==> src/rtl/pos_status_pkg.sv <==
package pos_status_pkg;

    localparam int NSTAT = 8;

    // Status word, bit 0 = under ... bit 7 = eq
    typedef struct packed {
        logic eq;
        logic flag;
        logic ge;
        logic down;
        logic up;
        logic err;
        logic over;
        logic under;
    } status_t;

    // Window and reference relations of one sample
    typedef struct packed {
        logic under;
        logic over;
        logic ge;
        logic eq;
    } rel_t;

    // Registered per-sample measurement (everything but the sticky flag)
    typedef struct packed {
        rel_t rel;
        logic up;
        logic down;
        logic err;
    } meas_t;

    function automatic logic [NSTAT-1:0] status_vec(input meas_t m, input logic flag);
        status_t s;
        s.under = m.rel.under;
        s.over  = m.rel.over;
        s.err   = m.err;
        s.up    = m.up;
        s.down  = m.down;
        s.ge    = m.rel.ge;
        s.flag  = flag;
        s.eq    = m.rel.eq;
        return s;
    endfunction

endpackage

==> src/rtl/pos_window_cmp.sv <==
module pos_window_cmp
    import pos_status_pkg::*;
#(
    parameter int W = 32
) (
    input  logic [W-1:0] pos,
    input  logic [W-1:0] lo,
    input  logic [W-1:0] hi,
    input  logic [W-1:0] ref_val,
    output rel_t         rel
);

    always_comb begin
        rel.under = (pos < lo);
        rel.over  = (pos > hi);
        rel.ge    = (pos >= ref_val);
        rel.eq    = (pos == ref_val);
    end

endmodule

==> src/rtl/pos_dir_track.sv <==
module pos_dir_track #(
    parameter int W = 32
) (
    input  logic         clk,
    input  logic         rst,
    input  logic         sample,
    input  logic         fault,
    input  logic [W-1:0] pos,
    output logic         up_nxt,
    output logic         down_nxt
);

    logic [W-1:0] prev_q;
    logic         have_prev_q;

    always_ff @(posedge clk) begin
        if (rst) begin
            prev_q      <= '0;
            have_prev_q <= 1'b0;
        end else if (sample && !fault) begin
            prev_q      <= pos;
            have_prev_q <= 1'b1;
        end
    end

    always_comb begin
        up_nxt   = have_prev_q && (pos > prev_q);
        down_nxt = have_prev_q && (pos < prev_q);
    end

endmodule

==> src/rtl/pos_match_flag.sv <==
module pos_match_flag (
    input  logic clk,
    input  logic rst,
    input  logic sample,
    input  logic eq_now,
    input  logic clr,
    output logic flag
);

    always_ff @(posedge clk) begin
        if (rst)                  flag <= 1'b0;
        else if (sample && eq_now) flag <= 1'b1;
        else if (clr)             flag <= 1'b0;
    end

endmodule

==> src/rtl/pos_status_cmp.sv <==
module pos_status_cmp
    import pos_status_pkg::*;
#(
    parameter int W = 32
) (
    input  logic             clk,
    input  logic             rst,
    input  logic             pos_valid,
    input  logic [W-1:0]     pos_in,
    input  logic [W-1:0]     lo_limit,
    input  logic [W-1:0]     hi_limit,
    input  logic [W-1:0]     cmp_value,
    input  logic [NSTAT-1:0] stat_en,
    input  logic             clr_match,
    input  logic             enc_fault,
    output logic             stat_under,
    output logic             stat_over,
    output logic             enc_err,
    output logic             stat_up,
    output logic             stat_down,
    output logic             cmp_ge,
    output logic             cmp_flag,
    output logic             cmp_eq,
    output logic             diag
);

    rel_t             rel_now;
    logic             up_nxt, down_nxt;
    meas_t            meas_q;
    logic             flag_q;
    logic [NSTAT-1:0] vec;

    pos_window_cmp #(.W(W)) u_win (
        .pos     (pos_in),
        .lo      (lo_limit),
        .hi      (hi_limit),
        .ref_val (cmp_value),
        .rel     (rel_now)
    );

    pos_dir_track #(.W(W)) u_dir (
        .clk      (clk),
        .rst      (rst),
        .sample   (pos_valid),
        .fault    (enc_fault),
        .pos      (pos_in),
        .up_nxt   (up_nxt),
        .down_nxt (down_nxt)
    );

    pos_match_flag u_flag (
        .clk    (clk),
        .rst    (rst),
        .sample (pos_valid),
        .eq_now (rel_now.eq),
        .clr    (clr_match),
        .flag   (flag_q)
    );

    always_ff @(posedge clk) begin
        if (rst) begin
            meas_q <= '0;
        end else if (pos_valid) begin
            meas_q.rel  <= rel_now;
            meas_q.up   <= up_nxt;
            meas_q.down <= down_nxt;
            meas_q.err  <= enc_fault;
        end
    end

    assign vec        = status_vec(meas_q, flag_q);
    assign diag       = |(vec & stat_en);

    assign stat_under = meas_q.rel.under;
    assign stat_over  = meas_q.rel.over;
    assign enc_err    = meas_q.err;
    assign stat_up    = meas_q.up;
    assign stat_down  = meas_q.down;
    assign cmp_ge     = meas_q.rel.ge;
    assign cmp_flag   = flag_q;
    assign cmp_eq     = meas_q.rel.eq;

endmodule

==> config.mk <==
export PLATFORM = sky130hd
export DESIGN_NAME = pos_status_cmp
export DESIGN_NICKNAME = d
export VERILOG_FILES = /design/src/rtl/pos_status_pkg.sv /design/src/rtl/pos_window_cmp.sv /design/src/rtl/pos_dir_track.sv /design/src/rtl/pos_match_flag.sv /design/src/rtl/pos_status_cmp.sv
export SDC_FILE = /design/constraint.sdc
export NUM_CORES = 1
export LEC_CHECK = 0
export BUFFER_PORTS_ARGS = -buffer_cell sky130_fd_sc_hd__buf_2
export CORE_AREA = 10 10 119 121
export DETAILED_ROUTE_END_ITERATION = 16
export DIE_AREA = 0 0 129 131
export HOLD_SLACK_MARGIN = 0.03
export PLACE_DENSITY = 0.68
export SYNTH_ARGS = -nofsm -noshare
export SYNTH_HDL_FRONTEND = slang
export SYNTH_SLANG_ARGS = --single-unit
==> constraint.sdc <==
create_clock -name clk -period 2.4 [get_ports clk]
set_input_delay 0.24 -clock clk [delete_from_list [all_inputs] [get_ports clk]]
set_output_delay 0.24 -clock clk [all_outputs]
set_load 0.03 [all_outputs]
# Word-level counts from Yosys, hierarchy flattened
# Cells that the tools add are included.
[word_totals]
wordCells = 26
input_bits = 141
regBits = 41
[op_classes]
n_bitwise = 1
reduce_logical = 7
n_eq_ne = 1
mux = 2
magnitude_cmp = 5
[ops]
columns = ["cell", "n"]
rows = [
  ["> comparator 32 bit", 2],
  ["less-than comparator 32 bit", 2],
  ["equality test 32 bit", 1],
  [">= comparator 32 bit", 1],
  ["bitwise AND 8 bit", 1],
  ["OR reduction 8 bit", 1],
  ["logical AND 1 bit", 4],
  ["two-way mux 1 bit", 2],
  ["nonzero test 2 bit", 1],
  ["logical NOT 1 bit", 1],
]

# Depth between registers and ports, before layout
[depth]
word_depth = 3
depth_mapped = 8

# Modules after synthesis
# A second synthesis with hierarchy kept.
[unflattened]
hier_cells = 620
area_unflattened_um2 = 4628.2
[by_module_without_submodules]
columns = ["module", "cells_each", "area_per_inst_um2", "seq_area_each_um2", "instances"]
rows = [
  ["pos_window_cmp", 330, 2372.3, 0.0, 1],
  ["pos_dir_track", 259, 1933.1, 660.6, 1],
  ["pos_status_cmp", 27, 284.0, 140.1, 1],
  ["pos_match_flag", 4, 38.8, 20.0, 1],
]

# Least setup slack after synthesis
# Ideal clock, no wire load.
[synth_path]
kind = "flip-flop to flip-flop"
from = "register u_dir.prev_q[30]"
to = "register meas_q, in the netlist stat_up"
setup_time_ns = 0.119
path_slack_ns = 0.655
path_stages_with_launch = 9
t_required_ns = 2.281
arrival_time_ns = 1.626
cell_sequence = "dfxtp_1 > inv_1 > ha_1 > a21oi_1 > nand2_1 > a221o_1 > a211o_1 > a211oi_1 > o21ai_1"
[synth_via]
elab_chain_cells = 2
[synth_lines]
columns = ["item", "line_no", "rtl"]
rows = [
  ["from (decl)", "pos_dir_track.sv:13", "logic [W-1:0] prev_q;"],
  ["from (signal assigned)", "pos_dir_track.sv:21", "prev_q <= pos;"],
  ["> comparator 32 bit", "pos_dir_track.sv:27", "up_nxt = have_prev_q && (pos > prev_q);"],
  ["logical AND 1 bit", "pos_dir_track.sv:27", ""],
  ["to (decl)", "pos_status_cmp.sv:29", "meas_t meas_q;"],
]
# No other way between the ends.
# A chain may end at the register's enable or synchronous reset.

# Worst setup path in the final report
[layout_path]
from = "register u_dir.prev_q[23]"
to = "register meas_q, in the netlist stat_up"
# The elaborated chain is that of the path after synthesis.

==> metrics <==
status complete, no violations; placer's final routability congestion estimate 0.840; startpoint of the most critical hold path pos_in[0]; Max Fclk 512 MHz; netlist area before placement 4650 µm²; first-pass GRT wire length 22.3 mm; library cell used as clock root buffer clkbuf_16; highest cell delay on the worst timing path 0.34 ns; terminating pin of the worst hold path u_dir.prev_q[0]; routed vias 4630; relative slew slack 53.5%; Critical R2R Capture stat_up; pin count of the biggest net entering global routing 31; x dimension of the die 129 µm; DRC violation count after routing 0; Synth Area in Compound Gates 19.1%; main combinational cell family by area after synthesis adder cells; floorplan core area 11800 µm²; max-slew violation count 0; number of nets still failing antenna checks after routing 0; synthesized-area fraction occupied by xor and xnor cells 0%; die area 16900 µm²; grt total ovfl 0; quantity of hold-fixing buffers added after cts 0; CTS sink cnt 41; number of standard-cell rows in the floorplan 40; clock latency at the later pin of the worst-skew pair 0.28 ns; CTS tree built; final period utilization 81.3%; share of final-layout standard cells stronger than drive strength 1 21.4%; starting utilization of the core area 39.3%; Leak 3.12 nW; gate family responsible for the most delay along the worst path simple AND/OR/NAND/NOR gates; kind of start point of the critical path flip-flop; Synthesis Warnings 0; Min-Delay Path Depth 3; endpoint type of the worst setup path flip-flop; antenna violations before repair 0; worst hold-check path type in -> reg; post-synthesis average cell area 7.42 µm²; share of synthesized area occupied by flip-flops and latches 17.7%; number of enable-type register cells in the synthesized netlist 0; met1 routing resource usage after global routing 19.9%; total buffers and inverters traversed by the critical path 1; met2 usage 28.9%; total I/O pin count 150; RSZ-0062 raised after global routing no; signed area change from the synthesized netlist to the final layout 23.1%; end-of-flow core utilization 48.4%; chip height 131 µm; minimum setup slack among reg-to-reg paths 0.45 ns; slew of the pin with the lowest slew margin 0.698 ns; Synth cell types 40; data arrival at the endpoint of the critical path 2.12 ns; adder-cell share of the synthesized area 34.2%; H-tree levels 2; main flop type after synthesis dfxtp_1; cells traversed along the worst timing path inv_1 > ha_1 > nand4_1 > nor4_2 > nand3_1 > or3_1 > nand3_1 > o21ai_1; Worst path slowest cell nor4_2; post-detailed-placement half-perimeter wirelength 11.8 mm; number of buffers inserted during clock tree synthesis 5; areal power density over the cells 372 nW/µm²; number of inserted diodes 0; met3 usage in global routing 3.02%; Setup Skew 0.00263 ns; fraction of the mapped netlist area in simple logic gates 17.2%; number of flip-flops in the largest register 32; post-synthesis cell count 626; vias in the first global route 4738; Pre-antenna DRT Iters 4; setup TNS 0 ns; Async S/R FF share, synth 0%; register bit count reported by yosys 41; Total Nets Final 1043; Clk pin slew, worst setup/hold paths 0.06 ns; per-cell routed wire length 14.8 µm; overall routed net length 13.6 mm; Post CTS Setup Buffer Count 0; data required time of the worst path 2.57 ns; Period minus WS final 1.95 ns; mean number of vias per cell 5.02; Port-buffer cells 149; top register by number of flip-flops u_dir.prev_q; startpoint-to-endpoint class of the critical path reg -> reg; final number of setup-violating endpoints 0; Post-Syn Nets 894; most used cell along the critical path nand3_1; highest-count cells in the layout ignoring fill and taps buf_2, inv_1, ha_1; Maximum Capacitance Violations 0; smallest hold slack 0.224 ns; Worst Reg-to-Reg Cells 8; worst IR drop on VDD 0.296 mV; number of cells upsized or downsized after cts 0; reg2reg start u_dir.prev_q[23]; final hold violation count 0; multiplexer area fraction after synthesis 0.215%; GRT Max-Usage Layer met2; overall routing resource usage 16.2%; maximum net fanout on the critical path 3; maximum clock insertion buffer count 2; 1st-iter DRT viols 152; commonest non-fill, non-tap cell in the layout buf_2
-- cells in the mapped netlist, types with 3 or more instances --
| library cell | number | area [µm²] |
|---|---|---|
| a22oi_1 | 4 | 30.0 |
| nand4_1 | 20 | 125 |
| a21o_1 | 17 | 128 |
| a221oi_1 | 3 | 26.3 |
| nand2b_1 | 4 | 25.0 |
| nor2_1 | 17 | 63.8 |
| inv_1 | 131 | 492 |
| ha_1 | 127 | 1590 |
| o21ai_0 | 11 | 55.1 |
| clkbuf_1 | 7 | 26.3 |
| a211o_1 | 4 | 35.0 |
| nor3_1 | 4 | 20.0 |
| o21ai_1 | 4 | 20.0 |
| nand3_1 | 12 | 60.1 |
| buf_2 | 4 | 20.0 |
| nand2_1 | 96 | 360 |
| dfxtp_1 | 41 | 821 |
| a211oi_1 | 7 | 52.6 |
| a221o_1 | 4 | 40.0 |
| nor2b_1 | 4 | 25.0 |
| nor4_1 | 3 | 18.8 |
| and4_1 | 3 | 26.3 |
| a21oi_1 | 74 | 370 |
| o211ai_1 | 4 | 30.0 |
-- cells by family after synthesis --
kind of cell,Yosys count
multiplexers,1
buffers and inverters,143
AND/OR/NAND/NOR,170
adder cells (fa/ha/maj),127
AO/OA/AOI/OAI,144
flip-flops,41
-- worst max path at each step --
stage	startpoint	end	slack, ns	depth (start not counted)
global route	u_dir.prev_q[23]	stat_up	0.29	8
finish	u_dir.prev_q[23]	stat_up	0.45	8
CTS	u_dir.prev_q[23]	stat_up	0.45	8
global placement	pos_in[2]	stat_under	0.26	8
detailed placement	pos_in[2]	stat_under	0.21	8
floorplan	u_dir.prev_q[30]	stat_up	0.65	8
-- metal layers --
layer	routed length, µm	share of wire, %	vias up
met4	108	0.79	0
li1	-	-	2460
met3	926	6.8	8
met1	6180	45	2035
met2	6420	47	127
met5	0	0	-
-- cell type report --
class	count	area, µm²
well taps	147	184
fillers	1217	6090
clock buffers	6	129
inverters	131	492
multi-input cells	442	3290
repair buffers	154	796
flip-flops and latches	41	821
clock inverters	2	10.0
-- tightest hold or removal path, delay by kind of cell --
family	cells	cell delay [ns]
AND/OR/NAND/NOR	1	0.05
AO/OA/AOI/OAI	1	0.05
buffers and inverters	1	0.11
-- through the flow --
step	total power [mW]	cells	worst slack, ns	instance area [µm²]
3_3_place_gp	1.49	915	0.263	5580
5_1_grt	2.29	923	0.287	5720
6_report	2.12	923	0.449	5720
3_5_place_dp	1.50	915	0.211	5580
2_1_floorplan	1.20	626	0.655	4650
4_1_cts	2.14	923	0.446	5720
-- power by group --
group | switching (mW) | internal [mW] | leakage, nW
logic | 0.416 | 0.335 | 2.72
clock network | 0.261 | 0.382 | 0.0706
registers | 0.0188 | 0.713 | 0.335
total | 0.695 | 1.43 | 3.12
No activity file was read; power rests on OpenSTA's default activity.
